[config.mk]
export PLATFORM = sky130hd
export DESIGN_NAME = wgather_buf
export DESIGN_NICKNAME = d
export VERILOG_FILES = /design/src/rtl/wg_pkg.sv /design/src/rtl/wg_line.sv /design/src/rtl/wg_ctrl.sv /design/src/rtl/wgather_buf.sv
export SDC_FILE = /design/constraint.sdc
export NUM_CORES = 1
export LEC_CHECK = 0
export BUFFER_PORTS_ARGS = -buffer_cell sky130_fd_sc_hd__clkbuf_2
export CAP_MARGIN = 20
export CORE_AREA = 2 2 201 203
export CTS_CLUSTER_DIAMETER = 120
export DETAILED_ROUTE_END_ITERATION = 10
export DIE_AREA = 0 0 203 205
export GPL_TIMING_DRIVEN = 0
export PLACE_DENSITY_LB_ADDON = 0.12
export SYNTH_ARGS = -nofsm -noshare
export SYNTH_HDL_FRONTEND = slang
export SYNTH_SLANG_ARGS = --single-unit
[constraint.sdc]
create_clock -name clk -period 2.7 [get_ports clk]
set_input_delay 0.27 -clock clk [delete_from_list [all_inputs] [get_ports clk]]
set_output_delay 0.27 -clock clk [all_outputs]
set_load 0.05 [all_outputs]
[src/rtl/wg_pkg.sv]
// Shared definitions for the write-gathering store buffer.
// Assumes a 64-bit bus made of two 32-bit word lanes, little-endian.
package wg_pkg;

    typedef enum logic [2:0] {
        S_IDLE,
        S_SINGLE,
        S_READ,
        S_PICK,
        S_BURST,
        S_DRAIN
    } wg_state_e;

    localparam logic [2:0] ATTR_GATHER = 3'd7;

    // Place 4 byte enables on the lane picked by address bit 2.
    function automatic logic [7:0] lane_strb(input logic hi, input logic [3:0] be);
        return hi ? {be, 4'b0000} : {4'b0000, be};
    endfunction

endpackage

[src/rtl/wg_line.sv]
// One-line gathering store: a block tag, per-word valid bits, word data and
// the index the next sequential store must hit.
// Assumes wr_en and clr never arrive in the same cycle.
module wg_line #(
    parameter int WORDS = 8,
    parameter int BLK_W = 27,
    localparam int IDX_W = $clog2(WORDS)
) (
    input  logic                        clk,
    input  logic                        rst_n,
    input  logic                        wr_en,
    input  logic [IDX_W-1:0]            wr_idx,
    input  logic [BLK_W-1:0]            wr_blk,
    input  logic [31:0]                 wr_data,
    input  logic                        clr,
    output logic [BLK_W-1:0]            tag,
    output logic [WORDS-1:0]            valid,
    output logic [WORDS-1:0][31:0]      words,
    output logic [IDX_W-1:0]            next_idx
);

    // Tag and sequence pointer follow the latest gathered word.
    always_ff @(posedge clk) begin
        if (!rst_n) begin
            tag      <= '0;
            next_idx <= '0;
        end else if (wr_en) begin
            tag      <= wr_blk;
            next_idx <= wr_idx + 1'b1;
        end
    end

    for (genvar g = 0; g < WORDS; g++) begin : g_word
        // Valid bit and data of one word slot.
        always_ff @(posedge clk) begin
            if (!rst_n) begin
                valid[g] <= 1'b0;
                words[g] <= '0;
            end else if (clr) begin
                valid[g] <= 1'b0;
            end else if (wr_en && wr_idx == IDX_W'(g)) begin
                valid[g] <= 1'b1;
                words[g] <= wr_data;
            end
        end
    end

    // A write into a non-empty line must continue its sequence.
    p_append_seq_r2: assert property (@(posedge clk) disable iff (!rst_n)
        (wr_en && |valid) |-> (wr_blk == tag && wr_idx == next_idx));

    // Never written and cleared together.
    p_wr_clr_excl_r7: assert property (@(posedge clk) disable iff (!rst_n)
        !(wr_en && clr));

endmodule

[src/rtl/wg_ctrl.sv]
// Request arbitration and bus sequencing for the write-gathering buffer.
// Priority in idle: pending flush, then load, then store. Assumes bus_ack
// only while bus_req, and loads held until ld_ack.
module wg_ctrl
    import wg_pkg::*;
#(
    parameter int ADDR_W = 32,
    parameter int WORDS  = 8,
    localparam int IDX_W  = $clog2(WORDS),
    localparam int PAIRS  = WORDS / 2,
    localparam int PAIR_W = $clog2(PAIRS),
    localparam int OFF_W  = IDX_W + 2,
    localparam int BLK_W  = ADDR_W - OFF_W
) (
    input  logic                    clk,
    input  logic                    rst_n,
    input  logic                    st_valid,
    output logic                    st_ready,
    input  logic [ADDR_W-1:0]       st_addr,
    input  logic [31:0]             st_data,
    input  logic [3:0]              st_be,
    input  logic [2:0]              st_attr,
    input  logic                    ld_valid,
    input  logic [ADDR_W-1:0]       ld_addr,
    output logic                    ld_ack,
    output logic [31:0]             ld_rdata,
    input  logic                    flush_trig,
    output logic                    wr_en,
    output logic [IDX_W-1:0]        wr_idx,
    output logic [BLK_W-1:0]        wr_blk,
    output logic [31:0]             wr_data,
    output logic                    clr,
    input  logic [BLK_W-1:0]        tag,
    input  logic [WORDS-1:0]        valid,
    input  logic [WORDS-1:0][31:0]  words,
    input  logic [IDX_W-1:0]        next_idx,
    output logic                    bus_req,
    output logic                    bus_we,
    output logic [ADDR_W-1:0]       bus_addr,
    output logic [PAIR_W-1:0]       bus_len,
    output logic [63:0]             bus_wdata,
    output logic [7:0]              bus_strb,
    input  logic                    bus_ack,
    input  logic [63:0]             bus_rdata
);

    localparam logic [IDX_W-1:0]  LAST_IDX  = IDX_W'(WORDS - 1);
    localparam logic [PAIR_W-1:0] LAST_PAIR = PAIR_W'(PAIRS - 1);

    wg_state_e           state_q, state_d;
    logic                flush_q, force_single_q;
    logic [PAIR_W-1:0]   ptr_q;
    logic [ADDR_W-1:0]   sa_q;
    logic [31:0]         sd_q;
    logic [3:0]          sbe_q;

    logic [IDX_W-1:0]    st_idx;
    logic [BLK_W-1:0]    st_blk;
    logic                nonempty, st_gather, st_full, st_same;
    logic                st_append, st_start, st_conflict, ld_hit;
    logic                accept, gather_wr, to_single, pair_done, last_step;
    logic [1:0]          pv;

    assign st_idx      = st_addr[OFF_W-1:2];
    assign st_blk      = st_addr[ADDR_W-1:OFF_W];
    assign nonempty    = |valid;
    assign st_gather   = (st_attr == ATTR_GATHER);
    assign st_full     = (st_be == 4'hF);
    assign st_same     = (st_blk == tag);
    assign st_append   = nonempty && st_full && st_same && (st_idx == next_idx);
    assign st_start    = !nonempty && st_full && !force_single_q;
    assign st_conflict = st_gather && nonempty && !st_append;
    assign ld_hit      = nonempty && (ld_addr[ADDR_W-1:OFF_W] == tag);

    assign st_ready  = (state_q == S_IDLE) && !flush_q && !ld_valid && !st_conflict;
    assign accept    = st_valid && st_ready;
    assign gather_wr = accept && st_gather && (st_append || st_start);
    assign to_single = accept && !gather_wr;

    assign wr_en   = gather_wr;
    assign wr_idx  = st_idx;
    assign wr_blk  = st_blk;
    assign wr_data = st_data;

    assign pv        = {valid[{ptr_q, 1'b1}], valid[{ptr_q, 1'b0}]};
    assign pair_done = (state_q == S_DRAIN) && (pv == 2'b00 || bus_ack);
    assign last_step = (ptr_q == LAST_PAIR);
    assign clr       = ((state_q == S_BURST && bus_ack) || pair_done) && last_step;

    // Next-state selection.
    always_comb begin
        state_d = state_q;
        unique case (state_q)
            S_IDLE: begin
                if (flush_q) begin
                    if (nonempty) state_d = S_PICK;
                end else if (ld_valid) begin
                    state_d = ld_hit ? S_PICK : S_READ;
                end else if (st_valid) begin
                    if (st_conflict)    state_d = S_PICK;
                    else if (gather_wr) state_d = (st_idx == LAST_IDX) ? S_PICK : S_IDLE;
                    else                state_d = S_SINGLE;
                end
            end
            S_SINGLE, S_READ: if (bus_ack) state_d = S_IDLE;
            S_PICK:           state_d = (&valid) ? S_BURST : S_DRAIN;
            S_BURST, S_DRAIN: if (clr) state_d = S_IDLE;
            default:          state_d = S_IDLE;
        endcase
    end

    // State, flush latch, single-write force flag and beat pointer.
    always_ff @(posedge clk) begin
        if (!rst_n) begin
            state_q        <= S_IDLE;
            flush_q        <= 1'b0;
            force_single_q <= 1'b0;
            ptr_q          <= '0;
        end else begin
            state_q <= state_d;
            flush_q <= flush_trig || (flush_q && state_q != S_IDLE);
            if (accept)
                force_single_q <= 1'b0;
            else if (state_q == S_IDLE && !flush_q && !ld_valid && st_valid
                     && st_conflict && st_same)
                force_single_q <= 1'b1;
            if (state_q == S_PICK)
                ptr_q <= '0;
            else if ((state_q == S_BURST && bus_ack) || pair_done)
                ptr_q <= ptr_q + 1'b1;
        end
    end

    // Capture of a single write or read request.
    always_ff @(posedge clk) begin
        if (!rst_n) begin
            sa_q  <= '0;
            sd_q  <= '0;
            sbe_q <= '0;
        end else if (to_single) begin
            sa_q  <= st_addr;
            sd_q  <= st_data;
            sbe_q <= st_be;
        end else if (state_q == S_IDLE && !flush_q && ld_valid && !ld_hit) begin
            sa_q <= ld_addr;
        end
    end

    // Bus request fields per state.
    always_comb begin
        bus_req   = 1'b0;
        bus_we    = 1'b1;
        bus_len   = '0;
        bus_addr  = {sa_q[ADDR_W-1:3], 3'b000};
        bus_wdata = {sd_q, sd_q};
        bus_strb  = lane_strb(sa_q[2], sbe_q);
        unique case (state_q)
            S_SINGLE: bus_req = 1'b1;
            S_READ: begin
                bus_req  = 1'b1;
                bus_we   = 1'b0;
                bus_strb = '0;
            end
            S_BURST: begin
                bus_req   = 1'b1;
                bus_len   = LAST_PAIR;
                bus_addr  = {tag, {OFF_W{1'b0}}};
                bus_wdata = {words[{ptr_q, 1'b1}], words[{ptr_q, 1'b0}]};
                bus_strb  = 8'hFF;
            end
            S_DRAIN: begin
                bus_req   = (pv != 2'b00);
                bus_addr  = {tag, ptr_q, 3'b000};
                bus_wdata = {words[{ptr_q, 1'b1}], words[{ptr_q, 1'b0}]};
                bus_strb  = {{4{pv[1]}}, {4{pv[0]}}};
            end
            default: ;
        endcase
    end

    assign ld_ack   = (state_q == S_READ) && bus_ack;
    assign ld_rdata = sa_q[2] ? bus_rdata[63:32] : bus_rdata[31:0];

    // A waiting beat keeps its request, address and length.
    p_hold_req_r3: assert property (@(posedge clk) disable iff (!rst_n)
        (bus_req && !bus_ack) |=> (bus_req && $stable(bus_addr) && $stable(bus_len)));

    // Multi-beat requests are full-strobe writes.
    p_burst_strb_r3: assert property (@(posedge clk) disable iff (!rst_n)
        (bus_req && bus_len != '0) |-> (bus_we && bus_strb == 8'hFF));

    // Reads are single beats.
    p_read_single_r8: assert property (@(posedge clk) disable iff (!rst_n)
        (bus_req && !bus_we) |-> (bus_len == '0));

    // No read completes while its block is still buffered.
    p_ld_nohit_r6: assert property (@(posedge clk) disable iff (!rst_n)
        ld_ack |-> !(nonempty && ld_addr[ADDR_W-1:OFF_W] == tag));

    // Stores are never taken while the bus is busy.
    p_stall_busy_r9: assert property (@(posedge clk) disable iff (!rst_n)
        bus_req |-> !st_ready);

    // A partial-drain write always carries some strobes.
    p_drain_strb_r7: assert property (@(posedge clk) disable iff (!rst_n)
        (bus_req && bus_we) |-> (bus_strb != 8'h00));

endmodule

[src/rtl/wgather_buf.sv]
// Top of the write-gathering store buffer: joins the three trigger pulses,
// the line storage and the controller. Assumes a 64-bit bus and an even
// number of words per line.
module wgather_buf #(
    parameter int ADDR_W     = 32,
    parameter int LINE_WORDS = 8,
    localparam int PAIR_W = $clog2(LINE_WORDS / 2),
    localparam int IDX_W  = $clog2(LINE_WORDS),
    localparam int BLK_W  = ADDR_W - IDX_W - 2
) (
    input  logic                clk,
    input  logic                rst_n,
    input  logic                st_valid,
    output logic                st_ready,
    input  logic [ADDR_W-1:0]   st_addr,
    input  logic [31:0]         st_data,
    input  logic [3:0]          st_be,
    input  logic [2:0]          st_attr,
    input  logic                ld_valid,
    input  logic [ADDR_W-1:0]   ld_addr,
    output logic                ld_ack,
    output logic [31:0]         ld_rdata,
    input  logic                sync_req,
    input  logic                nudge_req,
    input  logic                exc_req,
    output logic                bus_req,
    output logic                bus_we,
    output logic [ADDR_W-1:0]   bus_addr,
    output logic [PAIR_W-1:0]   bus_len,
    output logic [63:0]         bus_wdata,
    output logic [7:0]          bus_strb,
    input  logic                bus_ack,
    input  logic [63:0]         bus_rdata
);

    logic                          wr_en, clr;
    logic [IDX_W-1:0]              wr_idx, next_idx;
    logic [BLK_W-1:0]              wr_blk, tag;
    logic [31:0]                   wr_data;
    logic [LINE_WORDS-1:0]         valid;
    logic [LINE_WORDS-1:0][31:0]   words;
    logic                          flush_trig;

    assign flush_trig = sync_req || nudge_req || exc_req;

    wg_line #(.WORDS(LINE_WORDS), .BLK_W(BLK_W)) u_line (
        .clk(clk), .rst_n(rst_n),
        .wr_en(wr_en), .wr_idx(wr_idx), .wr_blk(wr_blk), .wr_data(wr_data),
        .clr(clr), .tag(tag), .valid(valid), .words(words), .next_idx(next_idx)
    );

    wg_ctrl #(.ADDR_W(ADDR_W), .WORDS(LINE_WORDS)) u_ctrl (
        .clk(clk), .rst_n(rst_n),
        .st_valid(st_valid), .st_ready(st_ready), .st_addr(st_addr),
        .st_data(st_data), .st_be(st_be), .st_attr(st_attr),
        .ld_valid(ld_valid), .ld_addr(ld_addr), .ld_ack(ld_ack), .ld_rdata(ld_rdata),
        .flush_trig(flush_trig),
        .wr_en(wr_en), .wr_idx(wr_idx), .wr_blk(wr_blk), .wr_data(wr_data), .clr(clr),
        .tag(tag), .valid(valid), .words(words), .next_idx(next_idx),
        .bus_req(bus_req), .bus_we(bus_we), .bus_addr(bus_addr), .bus_len(bus_len),
        .bus_wdata(bus_wdata), .bus_strb(bus_strb), .bus_ack(bus_ack), .bus_rdata(bus_rdata)
    );

endmodule

=== Word level (Yosys, flattened, before mapping) ===
Cells that the tools add are included.

* Bits in registers: 369
* Input port bits: 175
* Output and inout port bits: 142
* Logic and storage cells: 153

* Add/sub/neg operators: 2
* $lt $le $gt $ge: 2
* Equality and inequality tests: 22
* Muxes and demuxes: 30
* Bitwise gates (word level): 2
* Reduce and logical (&&, ||, !) cells: 70

{| class="wikitable"
|+ Operator list
! operator !! count
|-
| two-way mux 32 bit || 5
|-
| binary-select mux 32 bit (select 2 bit) || 2
|-
| two-way mux 64 bit || 1
|-
| one-hot mux 32 bit (2 select lines) || 1
|-
| == test 27 bit || 2
|-
| logical AND 1 bit || 33
|-
| two-way mux 3 bit || 8
|-
| one-hot mux 8 bit (3 select lines) || 1
|-
| == test 3 bit, second input constant || 7
|-
| AND reduction 2 bit || 8
|-
| == test 3 x 2 -> 1 bit, second input constant || 4
|-
| one-hot mux 3 bit (4 select lines) || 1
|-
| OR reduction 2 bit || 5
|-
| zero test 1 bit || 8
|-
| < comparator 3 x 4 -> 1 bit, second input constant || 2
|-
| two-way mux 8 bit || 1
|-
| AND reduction 8 bit || 1
|-
| OR reduction 8 bit || 1
|-
| == test 3 x 1 -> 1 bit, second input constant || 2
|-
| zero test 3 bit || 2
|-
| logical OR 1 bit || 6
|-
| two-way mux 1 bit || 5
|-
| binary-select mux 1 bit (select 2 bit) || 2
|-
| == test 4 bit, second input constant || 1
|-
| 16 further kinds || 19
|}

=== Depth between registers and ports, before layout ===
* Depth in word-level cells: 17
* Depth in mapped cells: 10
* Depth with buffers taken out: 6

=== Hierarchy ===
A second synthesis with hierarchy kept.

* Cells, all modules: 1923
* Area total of the unflattened synthesis: 18048.6 um^2

{| class="wikitable"
|+ By module, submodules not included
! module !! instances !! cells each !! area an instance (um^2) !! sequential area each (um^2)
|-
| wg_line || 1 || 1006 || 10759.1 || 5885.6
|-
| wg_ctrl || 1 || 916 || 7283.2 || 1461.4
|-
| wgather_buf || 1 || 1 || 6.3 || 0.0
|}

=== Least setup slack after synthesis ===
No wires, ideal clock.

* Kind: reg2out
* Start: register u_ctrl.ptr_q[0]
* End: output bus_addr[3]
* Arrival time: 2492 ps
* Data required time: 2430 ps
* Slack: -62 ps
* Cell stages (with the launch flop): 7
* Buffers on the path: 4
* Cell sequence: dfxtp_1 buf_2 buf_2 clkbuf_1 buf_2 nand2_1 o21ai_0

* Word-level cells in the longest chain between the ends: 1

{| class="wikitable"
|+ Ends and longest elaborated chain
! element !! RTL line !! text
|-
| from (decl) || wg_ctrl.sv:52 || <nowiki>logic [PAIR_W-1:0] ptr_q;</nowiki>
|-
| from (signal assigned) || wg_ctrl.sv:130 || <nowiki>ptr_q <= ptr_q + 1'b1;</nowiki>
|-
| one-hot mux 32 bit (2 select lines) || wg_ctrl.sv:157 || <nowiki>unique case (state_q)</nowiki>
|-
| to (decl) || wgather_buf.sv:28 || <nowiki>output logic [ADDR_W-1:0] bus_addr,</nowiki>
|}

No other way between the ends.

=== Worst setup path in the final report ===
* Start: register u_line.tag[14]
* End: output st_ready

* Word-level cells in the longest chain between the ends: 7

{| class="wikitable"
|+ Ends and longest elaborated chain
! element !! RTL line !! text
|-
| from (decl) || wg_line.sv:16 || <nowiki>output logic [BLK_W-1:0] tag,</nowiki>
|-
| from (signal assigned) || wg_line.sv:28 || <nowiki>tag <= wr_blk;</nowiki>
|-
| == test 27 bit || wg_ctrl.sv:69 || <nowiki>assign st_same = (st_blk == tag);</nowiki>
|-
| logical AND 1 bit (2 in series) || wg_ctrl.sv:70 || <nowiki>assign st_append = nonempty && st_full && st_same && (st_idx == next_idx);</nowiki>
|-
| zero test 1 bit || wg_ctrl.sv:72 || <nowiki>assign st_conflict = st_gather && nonempty && !st_append;</nowiki>
|-
| logical AND 1 bit || wg_ctrl.sv:72 ||
|-
| zero test 1 bit || wg_ctrl.sv:75 || <nowiki>assign st_ready = (state_q == S_IDLE) && !flush_q && !ld_valid && !st_conflict;</nowiki>
|-
| logical AND 1 bit || wg_ctrl.sv:75 ||
|-
| to (decl) || wgather_buf.sv:14 || <nowiki>output logic st_ready,</nowiki>
|}

No other way between the ends.

==> out/metrics.yaml <==
maxCapViolCount: 0
async_flop_share: 0
cts_max_level: 2
clk_pin_slew_ns: 0.06
synth.avg_cell_area_sq_um: 8.41
ys_seq_area_frac: 0.393
clockPowerShare: 0.395
yosys.area_share.simple: 0.182
initial_core_util: 0.475
min_period_over_period: 1.04
p_per_area_nw_per_um2: 645
fin_cells: 3145
setup_viol: 1
cts_tree: "done"
max_freq_ghz: 0.358
setup_ws_ns: -0.0966
swShare: 0.331
p_leak_nw: 9.31
synthTopCellsByArea: "dfxtp_1, nand2_1, mux4_2, a21oi_1, o2111ai_1"
drtIter0Drc: 2066
grt_pass1_wl_um: 116000
synth-xor-area-share: 0.0276
period_minus_slack_ns: 2.80
fin_worst_skew_ns: 0.0324
fillers: 3640
p_switching_mw: 4.90
wl_per_cell_um: 25.0
hp-class: "input pin to flop"
utilization: 0.583
syn_inst: 2224
reg2reg_slack_ns: 0.02
yosys.area.top_type: "dfxtp_1"
cts_buffers: 41
ir_worst_vdd_mv: 0.437
clockRootBuffer: "clkbuf_16"
crit_required_ns: 2.43
worst-path-max-fanout: 4
timing.slew.headroom: 0.308
grt_pass1_vias: 18900
wirelength_um: 78700
drcViolationCount: 0
core_area_sq_um: 39400
hold_viol_final: 0
ys_types: 52
worstMarginPinSlew_ns: 1.04
netlist.area_leader.share: 0.393
vias: 19500
synth_flop_cell: "dfxtp_1"
rsz0062_at_grt: "true"
synthAdderAreaFrac: 0.00469
port_buffers: 277
pwr-share-comb: 0.224
cts.sinks: 367
via_per_inst: 6.19
ys_top_cells_by_count: "nand2_1, dfxtp_1, a21oi_1, nand3_1, clkbuf_1"
gp_congestion: 0.963
antenna_found_initial: 4
gr-total-overflow: 0
start_kind: "flop"
first_pass_iters: 7
clock_latency_ns: 0.59
crit_type: "flop to output pin"
fp.dieArea_sq_um: 41600
drive_gt1_frac: 0.245
crit_arrival_ns: 2.53
placedCellCount: 3028
dp_hpwl_um: 56900
synthMuxAreaShare: 0.149
violations: "setup timing"
p_int_mw: 9.92
die_w_um: 203
gr-usage-all-layers: 0.369
synth_edf_count: 0
yosysMostFrequentCell: "nand2_1"
seqPwrFrac: 0.382
synth_top_family_by_area: "simple AND/OR/NAND/NOR gates"
io_pins: 317
final_nets: 2768
die_h_um: 205
area_delta_synth_final_pct: 22.9
synth_compound_area_frac: 0.179
ys_seq_elements: 367
rows: 73
grt_max_degree: 14
slew_viol_final: 0
cts_max_path_buffers: 3
syn_area_sq_um: 18700
endpoint_kind: "output pin"
status: "finished with violations"
antenna_left: 0
yosysWarningCount: 0
[path summary, 6_finish.rpt]
check | from | end | cells after the start
worst max-delay path | u_line.tag[14] | st_ready | 8
worst max register to register | u_line.tag[14] | u_line.words[210] | 9
worst min register to register | u_line.words[118] | u_line.words[118] | 2
worst min-delay path | st_addr[15] | u_line.tag[10] | 3
[layout by cell type (no fill, tap or decap), types with 6 or more instances in the layout]
cell and n:
inv_1 11, buf_4 45, nor3_1 6, mux4_2 66
dfxtp_1 355, buf_6 8, o21ai_0 109, dlygate4sd3_1 22
and4_1 6, clkbuf_8 16, buf_2 71, mux2_2 32
clkbuf_2 276, nand2_1 450, and3_1 11, nand4_1 9
nor2_1 47, ha_1 7, nor4_1 10, dfxtp_2 10
clkbuf_1 128, xor2_1 53, o2111ai_1 128, a21oi_1 292
mux2i_1 93, nand3_1 206, clkbuf_16 44, clkbuf_4 26
nor4_4 6
[layout make-up]
cell class	count	area (sq um)	area share
plain buffers	258	1380	0.0600
flip-flops and latches	367	7370	0.321
clock buffers	66	1290	0.0562
inverters	12	45.0	0.00196
well taps	525	657	0.0286
clock inverters	7	96.3	0.00420
repair buffers	319	1820	0.0793
multi-input cells	1587	10300	0.448
diodes	4	10.0	0.000436
[registers in the layout, indices dropped and copies added (netlist names)]
register and cells:
u_line.words 256, u_ctrl.sd_q 32, u_ctrl.sa_q 30, u_line.tag 27
u_line.valid 8, u_ctrl.sbe_q 4, u_ctrl.state_q 3, u_line.next_idx 3
u_ctrl.ptr_q 2, u_ctrl.flush_q 1, u_ctrl.force_single_q 1
[worst max-delay path, stage by stage, from the launching register on]
cell and delay, ns:
dfxtp_2 0.34, xor2_1 0.21, nor4_4 0.35, and4_4 0.30, buf_6 0.11, nand2_4 0.05
a311oi_2 0.25, and2_4 0.20, buf_8 0.15
[power groups by stage]
stage | sequential (mW) | combinational, mW | clock, mW
2_1_floorplan | 5.74 | 2.22 | 0
5_1_grt | 5.67 | 3.47 | 6.06
4_1_cts | 5.64 | 3.26 | 5.86
3_3_place_gp | 5.76 | 3.13 | 0
6_report | 5.66 | 3.31 | 5.85
3_5_place_dp | 5.76 | 3.16 | 0
[stage by stage]
stage | setup TNS [ns] | setup slack [ns] | hold WS [ns] | total power [mW] | cell area [sq um]
CTS | -0.0588 | -0.0588 | 0.00318 | 14.8 | 22800
finish | -0.0966 | -0.0966 | 0.0118 | 14.8 | 23000
global route | -0.158 | -0.144 | 0.00916 | 15.2 | 23000
floorplan | 0 | 0.0894 | 0.402 | 7.96 | 18700
global placement | -65.80 | -0.866 | 0.435 | 8.89 | 20700
detailed placement | -67.83 | -0.917 | 0.441 | 8.92 | 20700
[cells by family after synthesis]
| family | count (synthesis) |
|---|---|
| AO/OA/AOI/OAI | 556 |
| XOR/XNOR | 59 |
| adder cells (fa/ha/maj) | 7 |
| buffers and inverters | 272 |
| flip-flops | 367 |
| multiplexers | 191 |
| other | 1 |
| AND/OR/NAND/NOR | 771 |
[metal layers]
layer	track usage	vias to the layer above	routed length (um)
met5	0.0226	-	125
met2	0.596	1117	36300
met3	0.0835	236	7700
met1	0.458	9414	30500
li1	-	8694	-
met4	0.200	2	4140
[what timing repair did]
action / 4_1_cts / 5_1_grt
pin swaps: 9 / 6
hold buffers: 22 / 0
resized for setup: 122 / 93
endpoints found under the setup margin: 204 / 176
cloned: 0 / 1
setup buffers: 19 / 0
hold endpoints to repair: 22 / 0
No activity file was read; power rests on OpenSTA's default activity.
